==> config.mk <==
export PLATFORM = sky130hd
export DESIGN_NAME = edid_rewriter
export DESIGN_NICKNAME = d
export VERILOG_FILES = /design/src/rtl/edid_rw_pkg.sv /design/src/rtl/edid_integrity.sv /design/src/rtl/edid_patch.sv /design/src/rtl/edid_rewriter.sv
export SDC_FILE = /design/constraint.sdc
export NUM_CORES = 1
export LEC_CHECK = 0
export ABC_AREA = 1
export ABC_CLOCK_PERIOD_IN_PS = 11900
export BUFFER_PORTS_ARGS = -buffer_cell sky130_fd_sc_hd__buf_2
export CORE_MARGIN = 5
export CORE_UTILIZATION = 55
export CTS_CLUSTER_DIAMETER = 120
export CTS_CLUSTER_SIZE = 25
export DETAILED_ROUTE_END_ITERATION = 8
export PLACE_DENSITY = 0.73
export SYNTH_ARGS = -nofsm -noshare
export SYNTH_HDL_FRONTEND = slang
export SYNTH_SLANG_ARGS = --single-unit
==> constraint.sdc <==
create_clock -name clk -period 11.9 [get_ports clk]
set_input_delay 1.19 -clock clk [delete_from_list [all_inputs] [get_ports clk]]
set_output_delay 1.19 -clock clk [all_outputs]
set_load 0.1 [all_outputs]
==> src/rtl/edid_rw_pkg.sv <==
package edid_rw_pkg;

    localparam int BLK_LEN  = 128;
    localparam int IDX_W    = $clog2(BLK_LEN);
    localparam int HDR_LEN  = 8;
    localparam int SLOT_W   = 5;

    localparam logic [IDX_W-1:0] IDX_INTYPE = 7'h14;
    localparam logic [IDX_W-1:0] IDX_EXTCNT = 7'h7E;
    localparam logic [IDX_W-1:0] IDX_LAST   = 7'h7F;

    // Fixed header: zero at both ends, all ones in between.
    function automatic logic [7:0] hdr_byte(input logic [IDX_W-1:0] i);
        return (i == '0 || i == 7'(HDR_LEN - 1)) ? 8'h00 : 8'hFF;
    endfunction

    // Safe 640x480p60 descriptor, 25.18 MHz pixel clock.
    function automatic logic [7:0] safe_desc_byte(input logic [SLOT_W-1:0] off);
        logic [7:0] b;
        case (off)
            5'd0:    b = 8'hD6;
            5'd1:    b = 8'h09;
            5'd2:    b = 8'h80;
            5'd3:    b = 8'hA0;
            5'd4:    b = 8'h20;
            5'd5:    b = 8'hE0;
            5'd6:    b = 8'h2D;
            5'd7:    b = 8'h10;
            5'd8:    b = 8'h10;
            5'd9:    b = 8'h60;
            5'd10:   b = 8'hA2;
            5'd17:   b = 8'h18;
            default: b = 8'h00;
        endcase
        return b;
    endfunction

    typedef struct packed {
        logic [IDX_W-1:0] idx;
        logic             hold_vld;
        logic [7:0]       hold_byte;
        logic             mode;
        logic             repl;
        logic             flush;
        logic             out_vld;
        logic [7:0]       out_byte;
        logic             out_last;
        logic [7:0]       osum;
        logic             hdr_err;
        logic             csum_err;
    } rw_state_t;

endpackage

==> src/rtl/edid_integrity.sv <==
module edid_integrity
    import edid_rw_pkg::*;
(
    input  logic             clk,
    input  logic             rst_n,
    input  logic             acc,
    input  logic [IDX_W-1:0] idx,
    input  logic [7:0]       din,
    output logic             hdr_bad,
    output logic [7:0]       sum
);

    typedef struct packed {
        logic       bad;
        logic [7:0] sum;
    } chk_t;

    chk_t chk_d, chk_q;

    always_comb begin
        chk_d = chk_q;
        if (acc) begin
            if (idx == '0) begin
                chk_d.bad = (din != hdr_byte(idx));
                chk_d.sum = din;
            end else begin
                if (idx < 7'(HDR_LEN) && din != hdr_byte(idx))
                    chk_d.bad = 1'b1;
                chk_d.sum = chk_q.sum + din;
            end
        end
    end

    always_ff @(posedge clk) begin
        if (!rst_n) chk_q <= '0;
        else        chk_q <= chk_d;
    end

    assign hdr_bad = chk_q.bad;
    assign sum     = chk_q.sum;

    AST_HDR_STICKY: assert property (@(posedge clk) disable iff (!rst_n)
        (hdr_bad && acc && idx != '0) |=> hdr_bad);

endmodule

==> src/rtl/edid_patch.sv <==
module edid_patch
    import edid_rw_pkg::*;
#(
    parameter int DESC_BASE = 'h36,
    parameter int DESC_LEN  = 18,
    parameter int DESC_CNT  = 4,
    parameter int MAX_PCLK  = 16500
) (
    input  logic             mode_dig,
    input  logic [IDX_W-1:0] idx,
    input  logic [7:0]       cur,
    input  logic [7:0]       nxt,
    input  logic             repl,
    output logic [7:0]       pat,
    output logic             slot_first,
    output logic             slot_over
);

    logic [DESC_CNT-1:0] in_slot;
    logic [SLOT_W-1:0]   offs [DESC_CNT];

    for (genvar k = 0; k < DESC_CNT; k++) begin : g_slot
        localparam logic [IDX_W-1:0] LO = 7'(DESC_BASE + k * DESC_LEN);
        localparam logic [IDX_W-1:0] HI = 7'(DESC_BASE + (k + 1) * DESC_LEN);
        logic [IDX_W-1:0] rel;
        assign in_slot[k] = (idx >= LO) && (idx < HI);
        assign rel        = idx - LO;
        assign offs[k]    = rel[SLOT_W-1:0];
    end

    logic [SLOT_W-1:0] off;
    logic              any_slot;
    logic [15:0]       pclk;

    always_comb begin
        off      = '0;
        any_slot = 1'b0;
        for (int k = 0; k < DESC_CNT; k++) begin
            if (in_slot[k]) begin
                any_slot = 1'b1;
                off      = offs[k];
            end
        end
    end

    assign pclk       = {nxt, cur};
    assign slot_first = any_slot && (off == '0);
    assign slot_over  = slot_first && (pclk > 16'(MAX_PCLK));

    always_comb begin
        pat = cur;
        if (idx == IDX_INTYPE) begin
            pat = {mode_dig, cur[6:0]};
        end else if (idx == IDX_EXTCNT) begin
            pat = {7'd0, mode_dig};
        end else if (any_slot) begin
            if (slot_first) begin
                if (slot_over) pat = safe_desc_byte(off);
            end else if (repl) begin
                pat = safe_desc_byte(off);
            end
        end
    end

endmodule

==> src/rtl/edid_rewriter.sv <==
module edid_rewriter
    import edid_rw_pkg::*;
#(
    parameter int DESC_BASE = 'h36,
    parameter int DESC_LEN  = 18,
    parameter int DESC_CNT  = 4,
    parameter int MAX_PCLK  = 16500
) (
    input  logic       clk,
    input  logic       rst_n,
    input  logic       mode_dig,
    input  logic       in_valid,
    output logic       in_ready,
    input  logic [7:0] in_data,
    output logic       out_valid,
    input  logic       out_ready,
    output logic [7:0] out_data,
    output logic       blk_done,
    output logic       header_err,
    output logic       in_csum_err
);

    rw_state_t st_d, st_q;

    logic             can_load;
    logic             acc;
    logic [IDX_W-1:0] hold_idx;
    logic [7:0]       pat_byte;
    logic             slot_first;
    logic             slot_over;
    logic             hdr_bad;
    logic [7:0]       in_sum;

    assign can_load = !st_q.out_vld || out_ready;
    assign in_ready = can_load && !st_q.flush;
    assign acc      = in_valid && in_ready;
    assign hold_idx = st_q.idx - 7'd1;

    edid_integrity u_integrity (
        .clk     (clk),
        .rst_n   (rst_n),
        .acc     (acc),
        .idx     (st_q.idx),
        .din     (in_data),
        .hdr_bad (hdr_bad),
        .sum     (in_sum)
    );

    edid_patch #(
        .DESC_BASE (DESC_BASE),
        .DESC_LEN  (DESC_LEN),
        .DESC_CNT  (DESC_CNT),
        .MAX_PCLK  (MAX_PCLK)
    ) u_patch (
        .mode_dig   (st_q.mode),
        .idx        (hold_idx),
        .cur        (st_q.hold_byte),
        .nxt        (in_data),
        .repl       (st_q.repl),
        .pat        (pat_byte),
        .slot_first (slot_first),
        .slot_over  (slot_over)
    );

    always_comb begin
        st_d = st_q;
        if (st_q.out_vld && out_ready) begin
            st_d.out_vld  = 1'b0;
            st_d.out_last = 1'b0;
        end
        if (acc) begin
            if (st_q.idx == '0) begin
                st_d.mode = mode_dig;
                st_d.osum = 8'd0;
                st_d.repl = 1'b0;
            end
            if (st_q.hold_vld) begin
                st_d.out_vld  = 1'b1;
                st_d.out_byte = pat_byte;
                st_d.out_last = 1'b0;
                st_d.osum     = st_q.osum + pat_byte;
                if (slot_first) st_d.repl = slot_over;
            end
            st_d.hold_byte = in_data;
            st_d.hold_vld  = 1'b1;
            st_d.idx       = st_q.idx + 7'd1;
            if (st_q.idx == IDX_LAST) begin
                st_d.hold_vld = 1'b0;
                st_d.flush    = 1'b1;
                st_d.hdr_err  = hdr_bad;
                st_d.csum_err = (in_sum + in_data) != 8'd0;
            end
        end else if (st_q.flush && can_load) begin
            st_d.out_vld  = 1'b1;
            st_d.out_byte = 8'd0 - st_q.osum;
            st_d.out_last = 1'b1;
            st_d.flush    = 1'b0;
            st_d.idx      = '0;
        end
    end

    always_ff @(posedge clk) begin
        if (!rst_n) st_q <= '0;
        else        st_q <= st_d;
    end

    assign out_valid   = st_q.out_vld;
    assign out_data    = st_q.out_byte;
    assign blk_done    = st_q.out_vld && st_q.out_last;
    assign header_err  = st_q.hdr_err;
    assign in_csum_err = st_q.csum_err;

    AST_OUT_HOLD: assert property (@(posedge clk) disable iff (!rst_n)
        (out_valid && !out_ready) |=> (out_valid && $stable(out_data)));

    AST_DONE_ONCE: assert property (@(posedge clk) disable iff (!rst_n)
        (blk_done && out_ready) |=> !blk_done);

    AST_READY_AFTER_DONE: assert property (@(posedge clk) disable iff (!rst_n)
        (blk_done && out_ready) |=> in_ready);

    AST_FLAGS_HOLD: assert property (@(posedge clk) disable iff (!rst_n)
        !(acc && st_q.idx == IDX_LAST) |=> ($stable(header_err) && $stable(in_csum_err)));

endmodule

==> results <==
- After detailed routing, the number of vias per cell comes to approximately 5.5.
- Synthesis produced around 640 cells.
- After clock tree synthesis, the repair step resized 0 gates.
- The dominant register cell in the synthesized netlist is dfxtp_1.
- The floorplan has 31 rows.
- The number of hold buffers added after CTS was 0.
- The smallest clock period supported by the final layout is computed as between 6 and 7 ns.
- The power per cell area is ~140 nW/um^2.
- For this run, the register share of the synthesized area comes to 0.230.
- At the end of the flow, the number of nets in the layout was 698.
- The number of fill cells in the layout is approximately 700.
- The number of sinks on the clock net is 48.
- The depth of the CTS H-tree is 2.
- The number of global-route vias before repair is about 3,900.
- Setup slack closes at roughly 5.6 ns.
- The async set-reset flop share out of synthesis is 0.
- The final number of max-transition violations came to 0.
- The biggest cell delay along the critical path is about 0.52 ns.
- The number of antenna violations at the first check in global routing is 0.
- Timing analysis after detailed placement gives a worst setup slack of 5.72 ns.
- The wire length per cell after detailed routing is between 10 and 15 um.
- The placed instance area is 4300 sq um.
- The remaining max-slew budget at the tightest pin is 0.303.
- Of the total power, registers draw 0.288.
- The leftover overflow at the end of global routing is 0.
- The critical path is of the register to register type.
- IR analysis of the VDD net gives a maximum drop of 73.3 uV.
- The clock latency at the later pin of the worst-skew pair is ~0.3 ns.
- In this run the remaining antenna-violating nets after routing total 0.
- The die span in y is 97.2 um.
- The critical path launch point is st_q[32].
- 26 I/O pins were placed.
- In the final layout, the share of cells above drive strength 1 is 0.133.
- For this design the static power due to leakage is about 2.1 nW.
- Cell internal power was estimated by the tool at ~0.35 mW.
- The clock tree buffer depth is 2.
- For this run, design rule violations remaining after detail routing come to 0.
- Setup violations remaining at the end of the flow were counted as 0.
- In the finished design, the share of the clock period the worst path needs comes to 0.529.
- The repair_antennas step left the layout with diodes totalling 0.
- The cell area that synthesis handed to floorplanning was between 4000 and 5000 sq um.
- The overall routing resource usage is 0.222.
- The global-route wire length before repair is approximately 18 mm.
- The CTS tree is done.
- The number of hold violations in the final report came to 0.
- The distinct cell type count after synthesis is 48.
- The number of flops mapped to enable cells by yosys is 0.
- The worst hold path startpoint is st_q[31].
- The buffer type at the clock tree root is clkbuf_8.
- The kind of start point of the critical path is a register.
- Summing over every cut layer, the via total after detailed routing is approximately 4,100.
- The switching part of the total is 0.438.
- Of the total power, combinational logic draws 0.486.
- The number of synthesis warnings is 0.
- The endpoint required time on the critical path is roughly 12 ns.
- The count of input and output buffers is 25.
- The worst hold slack after final layout is around 0.49 ns.
- Leaving out filler cells and counting taps, the final layout contains ~750.
- The detailed router finished its first iteration with about 310 violations.
- The clock share of power is 0.226.
- The post-route clock skew is roughly 0.016 ns.
- The met1 layer wirelength in the final routing is approximately 4.9 mm.
- The amount of wire on met2 after detailed routing is ~4.6 mm.
- The overall power consumption is 0.630 mW.
- The critical-path cell with the highest stage delay is dfxtp_1.
- The cell that appears most often on the critical path is nor2_1.
- The detailed-routing iteration count for the pre-antenna-repair pass is 5.
- Setup repair after global routing left no endpoint under its margin.
- The final instance area is 4440 sq um.
- The highest metal layer used by the detailed router is met4.
- Once layout is complete, the utilization of the core stands at 0.606.
- The worst register-to-register path begins at st_q[32].
- The horizontal die dimension is between 90 and 100 um.
- The total CTS buffers is 5.
- The arrival time at the worst endpoint is between 6 and 7 ns.
- For the pin with the worst max-slew slack, the measured transition is 1.04 ns.
- After floorplanning, the core was sized to cover 7330 sq um.
- At the end of routability-driven placement, the weighted congestion stood at ~0.94.
- The final HPWL from detailed placement is about 8 mm.
- In this run the mean area of a mapped cell was about 6.6 sq um.
- The flip-flop and latch count after synthesis is 48.
- The critical-path maximum fanout is 15.
- The floorplan step defined a die boundary enclosing 9450 sq um.
- The top cell family by delay on the critical path is simple AND/OR/NAND/NOR gates.
- The met3 wirelength from detailed routing is just over 600 um.
- The synthesis-to-finish area growth is 6.13%.
- Across the run, the number of max-cap violations was 0.
- The nature of the critical path endpoint is a register.
- The synthesized net count is just under 700.
- Entering global routing, the biggest net connects 38 pins.
- The number of buffers and inverters on the critical path is 6.
- The summed negative setup slack over all endpoints is 0 ns.
- In this run the power spent charging and discharging nets is 0.276 mW.
- The highest clock frequency the design can meet is roughly 160 MHz.
- Summed over all layers, the routed wires come to slightly above 10 mm.
- The run finished with clean final reports.
- The post-CTS clock slew at the launch and capture registers of the worst setup and hold paths is ~0.1 ns.
- Including well taps, the total number of placed cells is between 700 and 800.
- Once the clock tree was built, the setup fixing pass inserted 0 buffers.
- The path type of the worst min-delay path is register to register.
- The initial utilization of the core area, before any placement, comes to 0.571.
## cell usage in the layout, fill, tap and decap left out, types with 4 or more instances in the layout
cell type  netlist  routed
o21ai_1          4       4
a21oi_1         52      52
inv_1           70      70
clkbuf_8         0       5
dfxtp_1         48      48
nand2_1        145     145
nand3_1         47      47
buf_2            2      25
o21ai_0         25      25
a31oi_1          7       7
nand2_2         13      13
inv_2           10      10
a32o_1           4       4
nand4_1          7       7
nor3_1           6       6
o211ai_1         6       6
a211oi_1         4       4
nor2_1          60      60
nor2_4           5       5
ha_1            37      37
nand3_2          5       5
nand2_4          6       6
xor2_1          11      11
nor4_1           5       5
## sequential cells by signal (all words and copies together) (netlist names)
signal / cells
header_err: 1
in_csum_err: 1
out_data: 8
out_valid: 1
st_q: 28
u_integrity.hdr_bad: 1
u_integrity.sum: 8
## cell usage after synthesis (6+ instances only)
| cell | instances | area (sq um) |
|---|---|---|
| nand4_1 | 7 | 43.8 |
| a31oi_1 | 7 | 43.8 |
| o21ai_0 | 25 | 125 |
| nand3_1 | 47 | 235 |
| ha_1 | 37 | 463 |
| inv_1 | 70 | 263 |
| nor2_1 | 60 | 225 |
| clkbuf_1 | 7 | 26.3 |
| xor2_1 | 11 | 96.3 |
| nand2_2 | 13 | 81.3 |
| o211ai_1 | 6 | 45.0 |
| buf_4 | 8 | 60.1 |
| nand2_4 | 6 | 67.6 |
| nor3_1 | 6 | 30.0 |
| inv_2 | 10 | 37.5 |
| a21oi_1 | 52 | 260 |
| nand2_1 | 145 | 544 |
| dfxtp_1 | 48 | 961 |
## layer usage
layer | track usage | up-vias
li1 | - | 2099
met1 | 0.310 | 1862
met2 | 0.359 | 108
met3 | 0.0280 | 15
met4 | 0.0596 | 0
met5 | 0 | -
## worst min-delay path, stage by stage (launching register included)
cell     delay (ns)
dfxtp_1        0.32
inv_1          0.07
a21oi_1        0.06
## power by group through the flow
| stage | registers [mW] | logic, mW | clock network (mW) |
|---|---|---|---|
| after detailed placement | 0.185 | 0.303 | 0 |
| after global routing | 0.183 | 0.349 | 0.151 |
| after CTS | 0.182 | 0.304 | 0.145 |
| after floorplan | 0.183 | 0.249 | 0 |
| after global placement | 0.185 | 0.299 | 0 |
| final | 0.182 | 0.306 | 0.142 |
## final timing paths
kind / to / slack, ns / cells past startpoint
setup / recovery: st_q[9] / 5.60 / 40
hold / removal: st_q[31] / 0.49 / 2
setup reg to reg: st_q[9] / 5.60 / 40
hold reg to reg: st_q[31] / 0.49 / 2
## kinds of logic (layout without fill, tap and decap cells)
logic type / after synthesis / after routing / synth area share
and+or+nand+nor: 311 / 311 / 0.345
AOI/OAI and AO/OA: 119 / 119 / 0.168
xor gates and xnor gates: 13 / 13 / 0.0290
adders and majority gates: 39 / 39 / 0.120
buffers and inverters: 105 / 117 / 0.108
DFF: 48 / 48 / 0.230
## layout make-up
cell class                      instances  area [sq um]  share of cell area
Inverter                               83           314              0.0707
Sequential cell                        48           961               0.216
Timing Repair Buffer                   26           133              0.0299
Clock buffer                            5          68.8              0.0155
Tap cell                               99           124              0.0279
Clock inverter                          3          68.8              0.0155
Multi-Input combinational cell        482          2770               0.624
Power figures use the tool's default switching activity.
